$ cat src/rtl/crb_pkg.sv
// Shared types for the control-register bus: master sequencing states.
package crb_pkg;
    typedef enum logic [1:0] {
        M_IDLE = 2'd0,   // waiting for a client command
        M_REQ  = 2'd1,   // strobe on the bus, waiting for acknowledge
        M_REL  = 2'd2    // strobe removed, waiting for acknowledge to fall
    } mst_state_t;
endpackage

$ cat src/rtl/crb_clk_en.sv
// Periodic clock-enable generator standing in for a slower, edge-aligned
// slave clock. Assumes DIV >= 1; DIV == 1 gives a permanently high enable.
module crb_clk_en #(
    parameter int DIV = 1
) (
    input  logic clk,
    input  logic rst_n,
    output logic ce
);
    generate
        if (DIV <= 1) begin : g_full
            assign ce = 1'b1;
        end else begin : g_div
            localparam int CW = $clog2(DIV);
            logic [CW-1:0] cnt;
            // Free-running phase counter; the enable fires at phase zero.
            always_ff @(posedge clk) begin
                if (!rst_n)                       cnt <= '0;
                else if (cnt == CW'(DIV - 1))     cnt <= '0;
                else                              cnt <= cnt + 1'b1;
            end
            assign ce = (cnt == '0);
        end
    endgenerate
endmodule

$ cat src/rtl/crb_master.sv
// Single bus master: takes one client command at a time, drives one strobe
// with address/data held stable until acknowledge or timeout, then waits for
// the acknowledge to fall before accepting the next command.
// Assumes at most one slave acknowledges any address.
module crb_master #(
    parameter int AW      = 10,
    parameter int DW      = 32,
    parameter int TIMEOUT = 64
) (
    input  logic          clk,
    input  logic          rst_n,
    input  logic          cmd_valid,
    input  logic          cmd_write,
    input  logic [AW-1:0] cmd_addr,
    input  logic [DW-1:0] cmd_wdata,
    output logic          cmd_ready,
    output logic          rsp_valid,
    output logic          rsp_err,
    output logic [DW-1:0] rsp_rdata,
    output logic [AW-1:0] bus_addr,
    output logic [DW-1:0] bus_wdata,
    output logic          bus_rd,
    output logic          bus_wr,
    input  logic          bus_ack,
    input  logic [DW-1:0] bus_rdata
);
    import crb_pkg::*;

    localparam int CW = $clog2(TIMEOUT + 1);

    mst_state_t    state;
    logic [CW-1:0] wait_cnt;

    assign cmd_ready = (state == M_IDLE);

    // Transaction sequencer: launch, wait for acknowledge or timeout, release.
    always_ff @(posedge clk) begin
        if (!rst_n) begin
            state     <= M_IDLE;
            wait_cnt  <= '0;
            bus_addr  <= '0;
            bus_wdata <= '0;
            bus_rd    <= 1'b0;
            bus_wr    <= 1'b0;
            rsp_valid <= 1'b0;
            rsp_err   <= 1'b0;
            rsp_rdata <= '0;
        end else begin
            rsp_valid <= 1'b0;
            case (state)
                M_IDLE: begin
                    if (cmd_valid) begin
                        bus_addr  <= cmd_addr;
                        bus_wdata <= cmd_wdata;
                        bus_wr    <= cmd_write;
                        bus_rd    <= !cmd_write;
                        wait_cnt  <= '0;
                        state     <= M_REQ;
                    end
                end
                M_REQ: begin
                    if (bus_ack) begin
                        rsp_valid <= 1'b1;
                        rsp_err   <= 1'b0;
                        rsp_rdata <= bus_wr ? '0 : bus_rdata;
                        bus_rd    <= 1'b0;
                        bus_wr    <= 1'b0;
                        state     <= M_REL;
                    end else if (wait_cnt == CW'(TIMEOUT - 1)) begin
                        rsp_valid <= 1'b1;
                        rsp_err   <= 1'b1;
                        rsp_rdata <= '0;
                        bus_rd    <= 1'b0;
                        bus_wr    <= 1'b0;
                        state     <= M_REL;
                    end else begin
                        wait_cnt  <= wait_cnt + 1'b1;
                    end
                end
                M_REL: begin
                    if (!bus_ack) state <= M_IDLE;
                end
                default: state <= M_IDLE;
            endcase
        end
    end


    one_strobe_chk: assert property (@(posedge clk) disable iff (!rst_n)
        !(bus_rd && bus_wr));

    strobe_hold_chk: assert property (@(posedge clk) disable iff (!rst_n)
        ((bus_rd || bus_wr) && !bus_ack) |=>
        ((rsp_valid && rsp_err) || ((bus_rd || bus_wr) && $stable(bus_addr) && $stable(bus_wdata))));

    rsp_pulse_chk: assert property (@(posedge clk) disable iff (!rst_n)
        rsp_valid |=> !rsp_valid);

    tmo_data_chk: assert property (@(posedge clk) disable iff (!rst_n)
        (rsp_valid && rsp_err) |-> (rsp_rdata == '0));

    no_restart_chk: assert property (@(posedge clk) disable iff (!rst_n)
        (!cmd_ready && !(bus_rd || bus_wr) && bus_ack) |=> !(bus_rd || bus_wr));
endmodule

$ cat src/rtl/crb_slave.sv
// Generic register slave: claims WORDS words starting at BASE, acts only on
// its clock-enable edges, raises one acknowledge per strobe and drops it once
// the strobe is gone. Read output is zero unless a read acknowledge is held.
// Assumes WORDS is a power of two (>= 2) and BASE is aligned to WORDS.
module crb_slave #(
    parameter int            AW    = 10,
    parameter int            DW    = 32,
    parameter logic [AW-1:0] BASE  = '0,
    parameter int            WORDS = 4,
    parameter int            DIV   = 1
) (
    input  logic          clk,
    input  logic          rst_n,
    input  logic [AW-1:0] bus_addr,
    input  logic [DW-1:0] bus_wdata,
    input  logic          bus_rd,
    input  logic          bus_wr,
    output logic          sl_ack,
    output logic [DW-1:0] sl_rdata
);
    localparam int IW = $clog2(WORDS);

    logic          ce;
    logic          hit;
    logic          sel;
    logic [IW-1:0] idx;
    logic [DW-1:0] regs [WORDS];

    crb_clk_en #(.DIV(DIV)) u_ce (.clk(clk), .rst_n(rst_n), .ce(ce));

    // Address decode against this slave's aligned window.
    assign hit = (bus_addr[AW-1:IW] == BASE[AW-1:IW]);
    assign sel = hit && (bus_rd || bus_wr);
    assign idx = bus_addr[IW-1:0];

    // Register update, acknowledge and read-data handshake on enabled edges.
    always_ff @(posedge clk) begin
        if (!rst_n) begin
            sl_ack   <= 1'b0;
            sl_rdata <= '0;
            for (int i = 0; i < WORDS; i++) regs[i] <= '0;
        end else if (ce) begin
            if (sel && !sl_ack) begin
                sl_ack <= 1'b1;
                if (bus_wr) regs[idx] <= bus_wdata;
                if (bus_rd) sl_rdata  <= regs[idx];
            end else if (!(bus_rd || bus_wr)) begin
                sl_ack   <= 1'b0;
                sl_rdata <= '0;
            end
        end
    end


    rd_zero_chk: assert property (@(posedge clk) disable iff (!rst_n)
        !sl_ack |-> (sl_rdata == '0));

    ack_drop_chk: assert property (@(posedge clk) disable iff (!rst_n)
        (sl_ack && ce && !(bus_rd || bus_wr)) |=> !sl_ack);

    ack_claim_chk: assert property (@(posedge clk) disable iff (!rst_n)
        $rose(sl_ack) |-> $past(sel));
endmodule

$ cat src/rtl/crb_subsys.sv
// Control-register bus subsystem: one master, N_SLV register slaves at
// BASE0 + i*STRIDE each paced by an enable every (i+1) cycles, and the
// OR-merge of slave acknowledges and read data back to the master.
// Assumes windows do not overlap (STRIDE >= SLV_WORDS).
module crb_subsys #(
    parameter int AW        = 10,
    parameter int DW        = 32,
    parameter int N_SLV     = 3,
    parameter int SLV_WORDS = 4,
    parameter int BASE0     = 'h040,
    parameter int STRIDE    = 'h040,
    parameter int TIMEOUT   = 64
) (
    input  logic          clk,
    input  logic          rst_n,
    input  logic          cmd_valid,
    input  logic          cmd_write,
    input  logic [AW-1:0] cmd_addr,
    input  logic [DW-1:0] cmd_wdata,
    output logic          cmd_ready,
    output logic          rsp_valid,
    output logic          rsp_err,
    output logic [DW-1:0] rsp_rdata,
    output logic          bus_rd,
    output logic          bus_wr,
    output logic          bus_ack
);
    logic [AW-1:0] bus_addr;
    logic [DW-1:0] bus_wdata;
    logic [DW-1:0] bus_rdata;
    logic [N_SLV-1:0] ack_v;
    logic [DW-1:0]    rdata_v [N_SLV];

    crb_master #(.AW(AW), .DW(DW), .TIMEOUT(TIMEOUT)) u_master (
        .clk(clk), .rst_n(rst_n),
        .cmd_valid(cmd_valid), .cmd_write(cmd_write),
        .cmd_addr(cmd_addr), .cmd_wdata(cmd_wdata), .cmd_ready(cmd_ready),
        .rsp_valid(rsp_valid), .rsp_err(rsp_err), .rsp_rdata(rsp_rdata),
        .bus_addr(bus_addr), .bus_wdata(bus_wdata),
        .bus_rd(bus_rd), .bus_wr(bus_wr),
        .bus_ack(bus_ack), .bus_rdata(bus_rdata)
    );

    generate
        for (genvar g = 0; g < N_SLV; g++) begin : g_slv
            localparam logic [AW-1:0] SB = AW'(BASE0 + g * STRIDE);
            crb_slave #(.AW(AW), .DW(DW), .BASE(SB), .WORDS(SLV_WORDS), .DIV(g + 1)) u_slv (
                .clk(clk), .rst_n(rst_n),
                .bus_addr(bus_addr), .bus_wdata(bus_wdata),
                .bus_rd(bus_rd), .bus_wr(bus_wr),
                .sl_ack(ack_v[g]), .sl_rdata(rdata_v[g])
            );
        end
    endgenerate

    // OR-merge of all slave responses toward the master.
    always_comb begin
        bus_rdata = '0;
        for (int i = 0; i < N_SLV; i++) bus_rdata = bus_rdata | rdata_v[i];
        bus_ack = |ack_v;
    end


    single_ack_chk: assert property (@(posedge clk) disable iff (!rst_n)
        $onehot0(ack_v));
endmodule

$ cat config.mk
export PLATFORM = sky130hd
export DESIGN_NAME = crb_subsys
export DESIGN_NICKNAME = d
export VERILOG_FILES = /design/src/rtl/crb_pkg.sv /design/src/rtl/crb_clk_en.sv /design/src/rtl/crb_master.sv /design/src/rtl/crb_slave.sv /design/src/rtl/crb_subsys.sv
export SDC_FILE = /design/constraint.sdc
export NUM_CORES = 1
export LEC_CHECK = 0
export BUFFER_PORTS_ARGS = -buffer_cell sky130_fd_sc_hd__buf_2
export CAP_MARGIN = 30
export CORE_UTILIZATION = 60
export DETAILED_ROUTE_END_ITERATION = 10
export PLACE_DENSITY = 0.89
export RECOVER_POWER = 25
export SYNTH_ARGS = -nofsm -noshare
export SYNTH_HDL_FRONTEND = slang
export SYNTH_SLANG_ARGS = --single-unit
$ cat constraint.sdc
create_clock -name clk -period 11.7 [get_ports clk]
set_clock_uncertainty 0.2 [all_clocks]
set_input_delay 2.34 -clock clk [delete_from_list [all_inputs] [get_ports clk]]
set_output_delay 2.34 -clock clk [all_outputs]
set_load 0.02 [all_outputs]
==> results_dict.tcl, run 1 <==
set metrics [dict create \
    synth_most_common_cell "edfxtp_1" \
    route.detailed.drc 0 \
    yosys_warnings 0 \
    rsz0062_at_grt "false" \
    ctsResizeCount 0 \
    ant_nets 0 \
    dp_cells 2223 \
    critical_path_required_ps 11790 \
    synth_area_sq_um 23200 \
    netlist_top_cells_area "edfxtp_1, dfxtp_1, mux4_2" \
    num_io_pins 84 \
    reg2regPathDepth 5 \
    clockBufferDepth 3 \
    cts_setup_buffers 0 \
    timing.fmax_ghz 0.131 \
    switching_share_pct 22.8 \
    die_h_um 198 \
    clock-root-buffer "clkbuf_16" \
    start_util_pct 61.2 \
    power_leakage_nw 9.13 \
    postCtsHoldBufs 0 \
    io_buffer_count 83 \
    utilization_pct 68.2 \
    startpoint_type "input port" \
    dr.pass1.iters 6 \
    synth_commonest_cells "edfxtp_1, and2_1, dfxtp_1" \
    design_area_sq_um 25800 \
    hp-class "flop to flop" \
    yosys.area.top_type_share_pct 49.8 \
    seq_power_share_pct 54.2 \
    stdcell_count 2326 \
    row_count 71 \
    synth_ff_type "edfxtp_1" \
    die_w_um 198 \
    pwr-share-comb_pct 5.5 \
    crit_path_max_incr_delay_ps 2430 \
    htree_levels 2 \
    cp_cell_sequence "buf_2 > clkbuf_1 > o21ai_0 > buf_4" \
    grt_overflow 0 \
    yosysTopAreaCell "edfxtp_1" \
    crit_fanout 56 \
    power_switching_mw 0.956 \
    core_sq_um 37800 \
    async_flop_share_pct 0 \
    slew_viol_final 202 \
    grt_antenna_before_repair 0 \
    grt_pass1_vias 15300 \
    synth_edf_count 384 \
    grt_max_degree 86 \
    intPower_mw 3.23 \
    r2r_setup_slack_ps 6640 \
    avgRoutedWirePerCell_um 26.2 \
    placed_cell_area_sq_um 24200 \
    cts_tree "yes" \
    gr-usage-all-layers_pct 31.7 \
    num_vias 15000 \
    synth_seq_cells 575 \
    hold_path.startpoint "g_slv[2].u_slv.u_ce.g_div.cnt[0]" \
    hold_ws_ps 225 \
    setup_violations 0 \
    reg2reg_to "g_slv[0].u_slv.regs[2][22]" \
    hold_depth 1 \
    syn_nets 1770 \
    pwr_density_cell_nw_per_um2 162 \
    avgSynthCellArea_sq_um 13.5 \
    drive_gt1_share_pct 18.5 \
    slew_headroom_pct -103 \
    clk_pin_slew_ps 60 \
    tns_ps 0 \
    cp_slowest_cell "o21ai_0" \
    cts_buffers 53 \
    crit_type "input port to flop" \
    numClockSinks 575 \
    cp-end-kind "flop" \
    crit_path_end "g_slv[0].u_slv.regs[2][22]" \
    syn2layout_area_growth_pct 11.5 \
    ys_seq_area_share_pct 66.3 \
    critPathLaunch "rst_n" \
    dieArea_sq_um 39400 \
    vias_per_cell 6.47 \
    drv_cap 9 \
    layout.nets 1818 \
    dp_hpwl_mm 34.9 \
    tightestPinTransition_ps 3010 \
    ir_drop_v 0.000123 \
    gp_congestion 0.832 \
    synth_cells 1721 \
    critPathArrivalTime_ps 7710 \
    violations "max-capacitance violations, max-slew violations" \
    clk-insertion-delay-late_ps 590 \
    status "finished with violations" \
    drt_iter0_markers 1915 \
    regToRegStartpoint "u_master.bus_addr[9]" \
    synth_cell_types 48 \
    grt_pass1_wl_mm 91.4 \
    hold_viol_final 0 \
    clockPowerShare_pct 40.2 \
    period_share_pct 65.2 \
    fin_crit_ps 7630 \
    wl_mm 60.8 \
]
==> cells in the final DEF (no fill, tap or decap), types with 5 or more instances in the layout <==
master and count:
nor3_1 36, nand3_1 40, buf_2 83, nand4_1 5, nand2_1 157, or3_1 5, edfxtp_1 384, buf_16 5
o2bb2ai_1 64, clkbuf_8 5, and2_1 235, clkbuf_16 56, dfxtp_1 189, mux4_2 96, buf_4 21, o21ai_0 13
nor2_1 140, and2_2 23, a21oi_1 82, a22o_1 32, clkinv_2 14, clkinv_1 6, nor2b_1 6, clkbuf_1 19
inv_1 39
==> worst min-delay path by stage <==
stage	to	slack [ps]
floorplan	g_slv[2].u_slv.u_ce.g_div.cnt[0]	200
global placement	g_slv[2].u_slv.u_ce.g_div.cnt[0]	210
detailed placement	g_slv[2].u_slv.u_ce.g_div.cnt[0]	220
CTS	g_slv[2].u_slv.u_ce.g_div.cnt[0]	230
global route	g_slv[2].u_slv.u_ce.g_div.cnt[0]	250
finish	g_slv[2].u_slv.u_ce.g_div.cnt[0]	220
==> worst max-delay path: cells and delay by family <==
family | cells | cell delay (ps)
buffers and inverters | 3 | 2910
AO/OA/AOI/OAI | 1 | 2430
==> power groups by stage <==
stage                     Combinational [mW]  Sequential (mW)  Clock [mW]
after floorplan                        0.151             2.28           0
after global placement                 0.210             2.30           0
after detailed placement               0.222             2.31           0
after CTS                              0.227             2.27        1.68
after global routing                   0.243             2.28        1.76
final                                  0.232             2.27        1.69
==> metal layers <==
metal,wire length [um],up-vias,global-route usage [%]
li1,-,6302,-
met1,21200,7328,40.5
met2,29100,1183,51.2
met3,7940,236,8.41
met4,2610,0,14.0
met5,0,-,0
==> registers in the layout, indices dropped and copies added, names as in the netlist, named ones only <==
| register | cells |
|---|---|
| u_master.wait_cnt | 7 |
| u_master.bus_rd | 1 |
| u_master.rsp_err | 1 |
| u_master.bus_wdata | 32 |
| u_master.state | 2 |
| u_master.bus_wr | 1 |
| u_master.bus_addr | 10 |
| g_slv.u_slv.sl_rdata | 96 |
| u_master.rsp_rdata | 32 |
| g_slv.u_slv.regs | 384 |
| u_master.rsp_valid | 1 |
| g_slv.u_slv.sl_ack | 3 |
| g_slv.u_slv.u_ce.g_div.cnt | 3 |
==> through the flow <==
stage               total power [mW]  setup slack (ps)
floorplan                       2.44              6640
global placement                2.51              6270
detailed placement              2.53              6260
CTS                             4.18              6780
global route                    4.27              3750
finish                          4.19              4070
==> kinds of logic (layout without fill, tap and decap cells) <==
logic type	Yosys count	after routing	share of synthesized area, %
multiplexers	96	96	9.34
adder cells (fa/ha/maj)	3	3	0.162
AND/OR/NAND/NOR	677	677	15.1
other	0	1	0
flip-flops	575	575	66.3
buffers and inverters	163	256	2.88
AO/OA/AOI/OAI	207	207	6.22
==> cell type report <==
class | instances | area, sq um
Tap cell | 511 | 639
Inverter | 39 | 146
Timing Repair Buffer | 117 | 796
Sequential cell | 575 | 15400
Antenna cell | 1 | 2.50
Multi-Input combinational cell | 983 | 7190
Clock buffer | 76 | 1530
Clock inverter | 24 | 146
Fill cell | 2362 | 12000
(Power assumes the default switching activity.)
==> inputs of run 2 (changes only) <==
==> constraint.sdc (replaced) <==
create_clock -name clk -period 7.8 [get_ports clk]
set_clock_uncertainty 0.2 [all_clocks]
set_input_delay 1.56 -clock clk [delete_from_list [all_inputs] [get_ports clk]]
set_output_delay 1.56 -clock clk [all_outputs]
set_load 0.02 [all_outputs]
==> results_dict.tcl, run 2 (synthesis results as in run 1) <==
set metrics [dict create \
    status "finished with violations" \
    violations "max-capacitance violations, max-slew violations" \
    postCtsHoldBufs 0 \
    core_sq_um 37800 \
    final_common_cell "edfxtp_1" \
    reg2reg_to "g_slv[2].u_slv.regs[0][5]" \
    cts_setup_buffers 0 \
    dieArea_sq_um 39400 \
    syn2layout_area_growth_pct 12.0 \
    route.met2.wl_mm 28.6 \
    r2r_setup_slack_ps 2040 \
    drv_cap 7 \
    highest_layer "met4" \
    hp-class "flop to flop" \
    hold_ws_ps 239 \
    row_count 71 \
    gp_congestion 0.817 \
    cts_buffers 54 \
    drive_gt1_share_pct 16.7 \
    ir_drop_v 0.000159 \
    cp_cell_sequence "buf_2 > buf_4 > inv_2 > clkbuf_1 > a21oi_1 > nand3_1 > o31ai_1" \
    cp-end-kind "flop" \
    critPathArrivalTime_ps 5940 \
    reg_top3 "g_slv.u_slv.regs (384), g_slv.u_slv.sl_rdata (96)" \
    dr.pass1.iters 6 \
    start_util_pct 61.2 \
    avgRoutedWirePerCell_um 26.0 \
    cp_slowest_cell "clkbuf_1" \
    route.detailed.drc 0 \
    numClockSinks 575 \
    grt_antenna_before_repair 0 \
    num_vias 15000 \
    period_share_pct 74.7 \
    reg2regPathDepth 7 \
    ctsResizeCount 0 \
    layout.nets 1816 \
    timing.fmax_ghz 0.172 \
    placed_cell_area_sq_um 24100 \
    cts_tree "yes" \
    num_io_pins 84 \
    power_leakage_nw 9.04 \
    crit_fanout 85 \
    dp_hpwl_mm 35.4 \
    largest_register_ffs 384 \
    htree_levels 2 \
    clk_pin_slew_ps 60 \
    regToRegStartpoint "u_master.bus_addr[9]" \
    fin_crit_ps 5830 \
    grt_max_degree 86 \
    clock-root-buffer "clkbuf_16" \
    design_area_sq_um 25900 \
    grt_pass1_vias 15300 \
    slew_viol_final 222 \
    slew_headroom_pct -197 \
    ff_latch_area_sq_um 15400 \
    wl_mm 60.3 \
    hold_path.startpoint "g_slv[2].u_slv.u_ce.g_div.cnt[0]" \
    grt_pass1_wl_mm 90.3 \
    rsz0062_at_grt "false" \
    hold_depth 1 \
    drt_iter0_markers 1962 \
    multi_input_area_sq_um 7210 \
    ant_nets 0 \
    hold_viol_final 0 \
    min_to "g_slv[2].u_slv.u_ce.g_div.cnt[0]" \
    vias_per_cell 6.47 \
    gr-usage-all-layers_pct 31.5 \
    die_w_um 198 \
    io_buffer_count 83 \
    wl_met1_mm 21.2 \
    crit_type "input port to flop" \
    dr_wl_met3_mm 7.60 \
    setup_violations 0 \
    grt_overflow 0 \
    tns_ps 0 \
    tightestPinTransition_ps 4460 \
    largest-register "g_slv.u_slv.regs" \
    startpoint_type "input port" \
    die_h_um 198 \
    crit_path_max_incr_delay_ps 3140 \
    clockBufferDepth 3 \
    critical_path_required_ps 7910 \
    mostFrequentLayoutCells "edfxtp_1, and2_1, dfxtp_1" \
    pwr_density_cell_nw_per_um2 252 \
    clk-insertion-delay-late_ps 610 \
    n_fill_cell 2388 \
]
## run 2: cell types whose count changed in the layout (fill, tap and decap cells not counted), sizes merged
cell    delta
buf       -37
bufinv     +2
clkbuf    +50
clkinv    -13
inv        -3
## run 2: metrics by stage
stage	power, mW	setup WS, ps	instances	utilization [%]
floorplan	3.65	3470	1721	-
global placement	3.77	3180	2217	63.5
detailed placement	3.79	3130	2222	63.8
CTS	6.54	3690	2324	68.8
global route	6.67	1780	2324	68.5
finish	6.53	1970	2325	68.5
## run 2: final cells by class
type / instances / share of cell area [%]
Tap cell: 511 / 2.46
Sequential cell: 575 / 59.2
Clock inverter: 10 / 0.473
Clock buffer: 92 / 6.88
Multi-Input combinational cell: 983 / 27.8
Timing Repair Buffer: 114 / 2.58
Inverter: 39 / 0.564
Antenna cell: 1 / 0.00965
## run 2: power by group
part / internal (mW) / total [mW] / switching, mW
clock network: 1.65 / 2.79 / 1.14
logic: 0.118 / 0.333 / 0.216
registers: 3.33 / 3.41 / 0.0812
## run 2: worst max path at each step
stage / from / endpoint / slack (ps) / depth (start not counted)
after global placement: rst_n / g_slv[1].u_slv.regs[1][9] / 3180 / 7
after detailed placement: rst_n / g_slv[0].u_slv.regs[0][17] / 3130 / 8
after floorplan: u_master.bus_addr[9] / g_slv[1].u_slv.regs[0][0] / 3470 / 4
final: rst_n / u_master.wait_cnt[0] / 1970 / 7
after global routing: rst_n / u_master.wait_cnt[0] / 1780 / 7
after CTS: rst_n / g_slv[0].u_slv.regs[0][21] / 3690 / 8
## run 2: worst max-delay path, delay by kind of cell
| kind | cells | cell delay [ps] |
|---|---|---|
| buf+inv | 4 | 3740 |
| simple gates | 1 | 270 |
| compound gates | 2 | 310 |
## run 2: per-layer routing
metal	up-vias	GRT usage [%]
met5	-	0.511
met4	0	16.1
met3	232	7.36
met2	1164	50.2
met1	7333	40.6
li1	6303	-
==> inputs of run 3 (changes only) <==
==> constraint.sdc (replaced) <==
create_clock -name clk -period 6.05 [get_ports clk]
set_clock_uncertainty 0.2 [all_clocks]
set_input_delay 1.21 -clock clk [delete_from_list [all_inputs] [get_ports clk]]
set_output_delay 1.21 -clock clk [all_outputs]
set_load 0.02 [all_outputs]
==> results_dict.tcl, run 3 (synthesis results as in run 1) <==
set metrics [dict create \
    status "finished with violations" \
    violations "max-capacitance violations, max-slew violations" \
    critPathTopFamily "buffers and inverters" \
    dp_hpwl_mm 35.0 \
    slew_headroom_pct -58.3 \
    critPathArrivalTime_ps 4820 \
    seq_power_share_pct 53.7 \
    placed_cell_area_sq_um 24100 \
    dieArea_sq_um 39400 \
    utilization_pct 68.2 \
    htree_levels 2 \
    stdcell_count 2332 \
    design_area_sq_um 25800 \
    hold_viol_final 0 \
    die_w_um 198 \
    setup_ws_ps 1210 \
    finalPower_mw 8.18 \
    dp_cells 2224 \
    period_share_pct 80.0 \
    tightestPinTransition_ps 2370 \
    grt_antenna_before_repair 2 \
    io_buffer_count 83 \
    grt_max_degree 60 \
    grt_pass1_wl_mm 91.1 \
    dp_slack_ps 2130 \
    power_leakage_nw 8.94 \
    pwr-share-comb_pct 5.4 \
    num_vias 15100 \
    cp_cell_sequence "nor4_1 > nand4_1 > buf_4 > o21ai_2 > clkbuf_1" \
    rsz0062_at_grt "false" \
    setup_violations 0 \
    largest-register "g_slv.u_slv.regs" \
    syn2layout_area_growth_pct 11.6 \
    clockBufferDepth 3 \
    gp_congestion 0.891 \
    vias_per_cell 6.47 \
    drt_iter0_markers 1819 \
    hp-class "flop to flop" \
    row_count 71 \
    num_io_pins 84 \
    clockPowerShare_pct 40.9 \
    timing.fmax_ghz 0.207 \
    ctsResizeCount 0 \
    ant_nets 0 \
    cts_buffers 55 \
    switching_share_pct 22.6 \
    largest_register_ffs 384 \
    crit_type "flop to flop" \
    cp_slowest_cell "clkbuf_1" \
    wl_mm 61.2 \
    slew_viol_final 179 \
    drv_cap 6 \
    dr.pass1.iters 6 \
    drive_gt1_share_pct 16.8 \
    avgRoutedWirePerCell_um 26.3 \
    critical_path_required_ps 6030 \
    critPathBufInv 2 \
    mostFrequentLayoutCells "edfxtp_1, and2_1, dfxtp_1" \
    reg_top3 "g_slv.u_slv.regs (384), g_slv.u_slv.sl_rdata (96)" \
    tns_ps 0 \
    gr-usage-all-layers_pct 31.8 \
    grt_pass1_vias 15500 \
    cts_setup_buffers 0 \
    cp-end-kind "flop" \
    numClockSinks 575 \
    pwr_density_cell_nw_per_um2 317 \
    core_sq_um 37800 \
    postCtsHoldBufs 0 \
    startpoint_type "flop" \
    crit_fanout 36 \
    layout.nets 1822 \
    grt_overflow 0 \
    route.detailed.drc 0 \
    final_common_cell "edfxtp_1" \
    hold_ws_ps 230 \
    crit_path_max_incr_delay_ps 1710 \
    clk_pin_slew_ps 60 \
    clock-root-buffer "clkbuf_16" \
    power_switching_mw 1.85 \
    fin_crit_ps 4840 \
    start_util_pct 61.2 \
    die_h_um 198 \
    cts_tree "yes" \
    clk-insertion-delay-late_ps 620 \
    intPower_mw 6.33 \
    ir_drop_v 0.000324 \
]
==> run 3: cell count changes in the layout (fill, tap and decap cells not counted), moves of 3 or more <==
| cell | change |
|---|---|
| and2_0 | +43 |
| and2_1 | -43 |
| clkbuf_16 | -7 |
| buf_4 | +6 |
| clkinv_2 | +4 |
| o21ai_0 | -4 |
| clkbuf_1 | +3 |
| o21ai_4 | +3 |
==> run 3: worst paths after layout <==
| check | startpoint | end | slack [ps] | cells after the start |
|---|---|---|---|---|
| max reg2reg | u_master.bus_addr[9] | g_slv[2].u_slv.regs[3][15] | 1210 | 5 |
| min | g_slv[2].u_slv.u_ce.g_div.cnt[0] | g_slv[2].u_slv.u_ce.g_div.cnt[0] | 230 | 1 |
| max | u_master.bus_addr[9] | g_slv[2].u_slv.regs[3][15] | 1210 | 5 |
| min reg2reg | g_slv[2].u_slv.u_ce.g_div.cnt[0] | g_slv[2].u_slv.u_ce.g_div.cnt[0] | 230 | 1 |
==> run 3: power groups by stage <==
stage	combinational (mW)	sequential [mW]	clock [mW]
after CTS	0.430	4.39	3.33
after global routing	0.462	4.40	3.48
after global placement	0.401	4.46	0
final	0.441	4.39	3.34
after detailed placement	0.424	4.47	0
after floorplan	0.293	4.42	0
==> run 3: worst register-to-register path, delay by kind of cell (launching register included) <==
family                 cells  cell delay, ps
DFF                        1             320
buffers and inverters      2            2090
AOI/OAI and AO/OA          1             240
and+or+nand+nor            2            1550
==> run 3: layout make-up <==
| type | instances | area, sq um |
|---|---|---|
| Clock inverter | 16 | 123 |
| Multi-Input combinational cell | 983 | 7240 |
| Inverter | 39 | 146 |
| Sequential cell | 575 | 15400 |
| Fill cell | 2468 | 12000 |
| Timing Repair Buffer | 119 | 691 |
| Antenna cell | 1 | 2.50 |
| Clock buffer | 88 | 1620 |
| Tap cell | 511 | 639 |
==> run 3: metal layers <==
metal  vias to the layer above  track usage (%)  share of wire (%)  wire length [um]
met5                         -                0              0.021                13
met4                         2             16.3                4.8              2920
met3                       212             6.99                 11              6910
met2                      1106             53.8                 50             30500
met1                      7437             38.6                 34             20900
li1                       6330                -                  -                 -
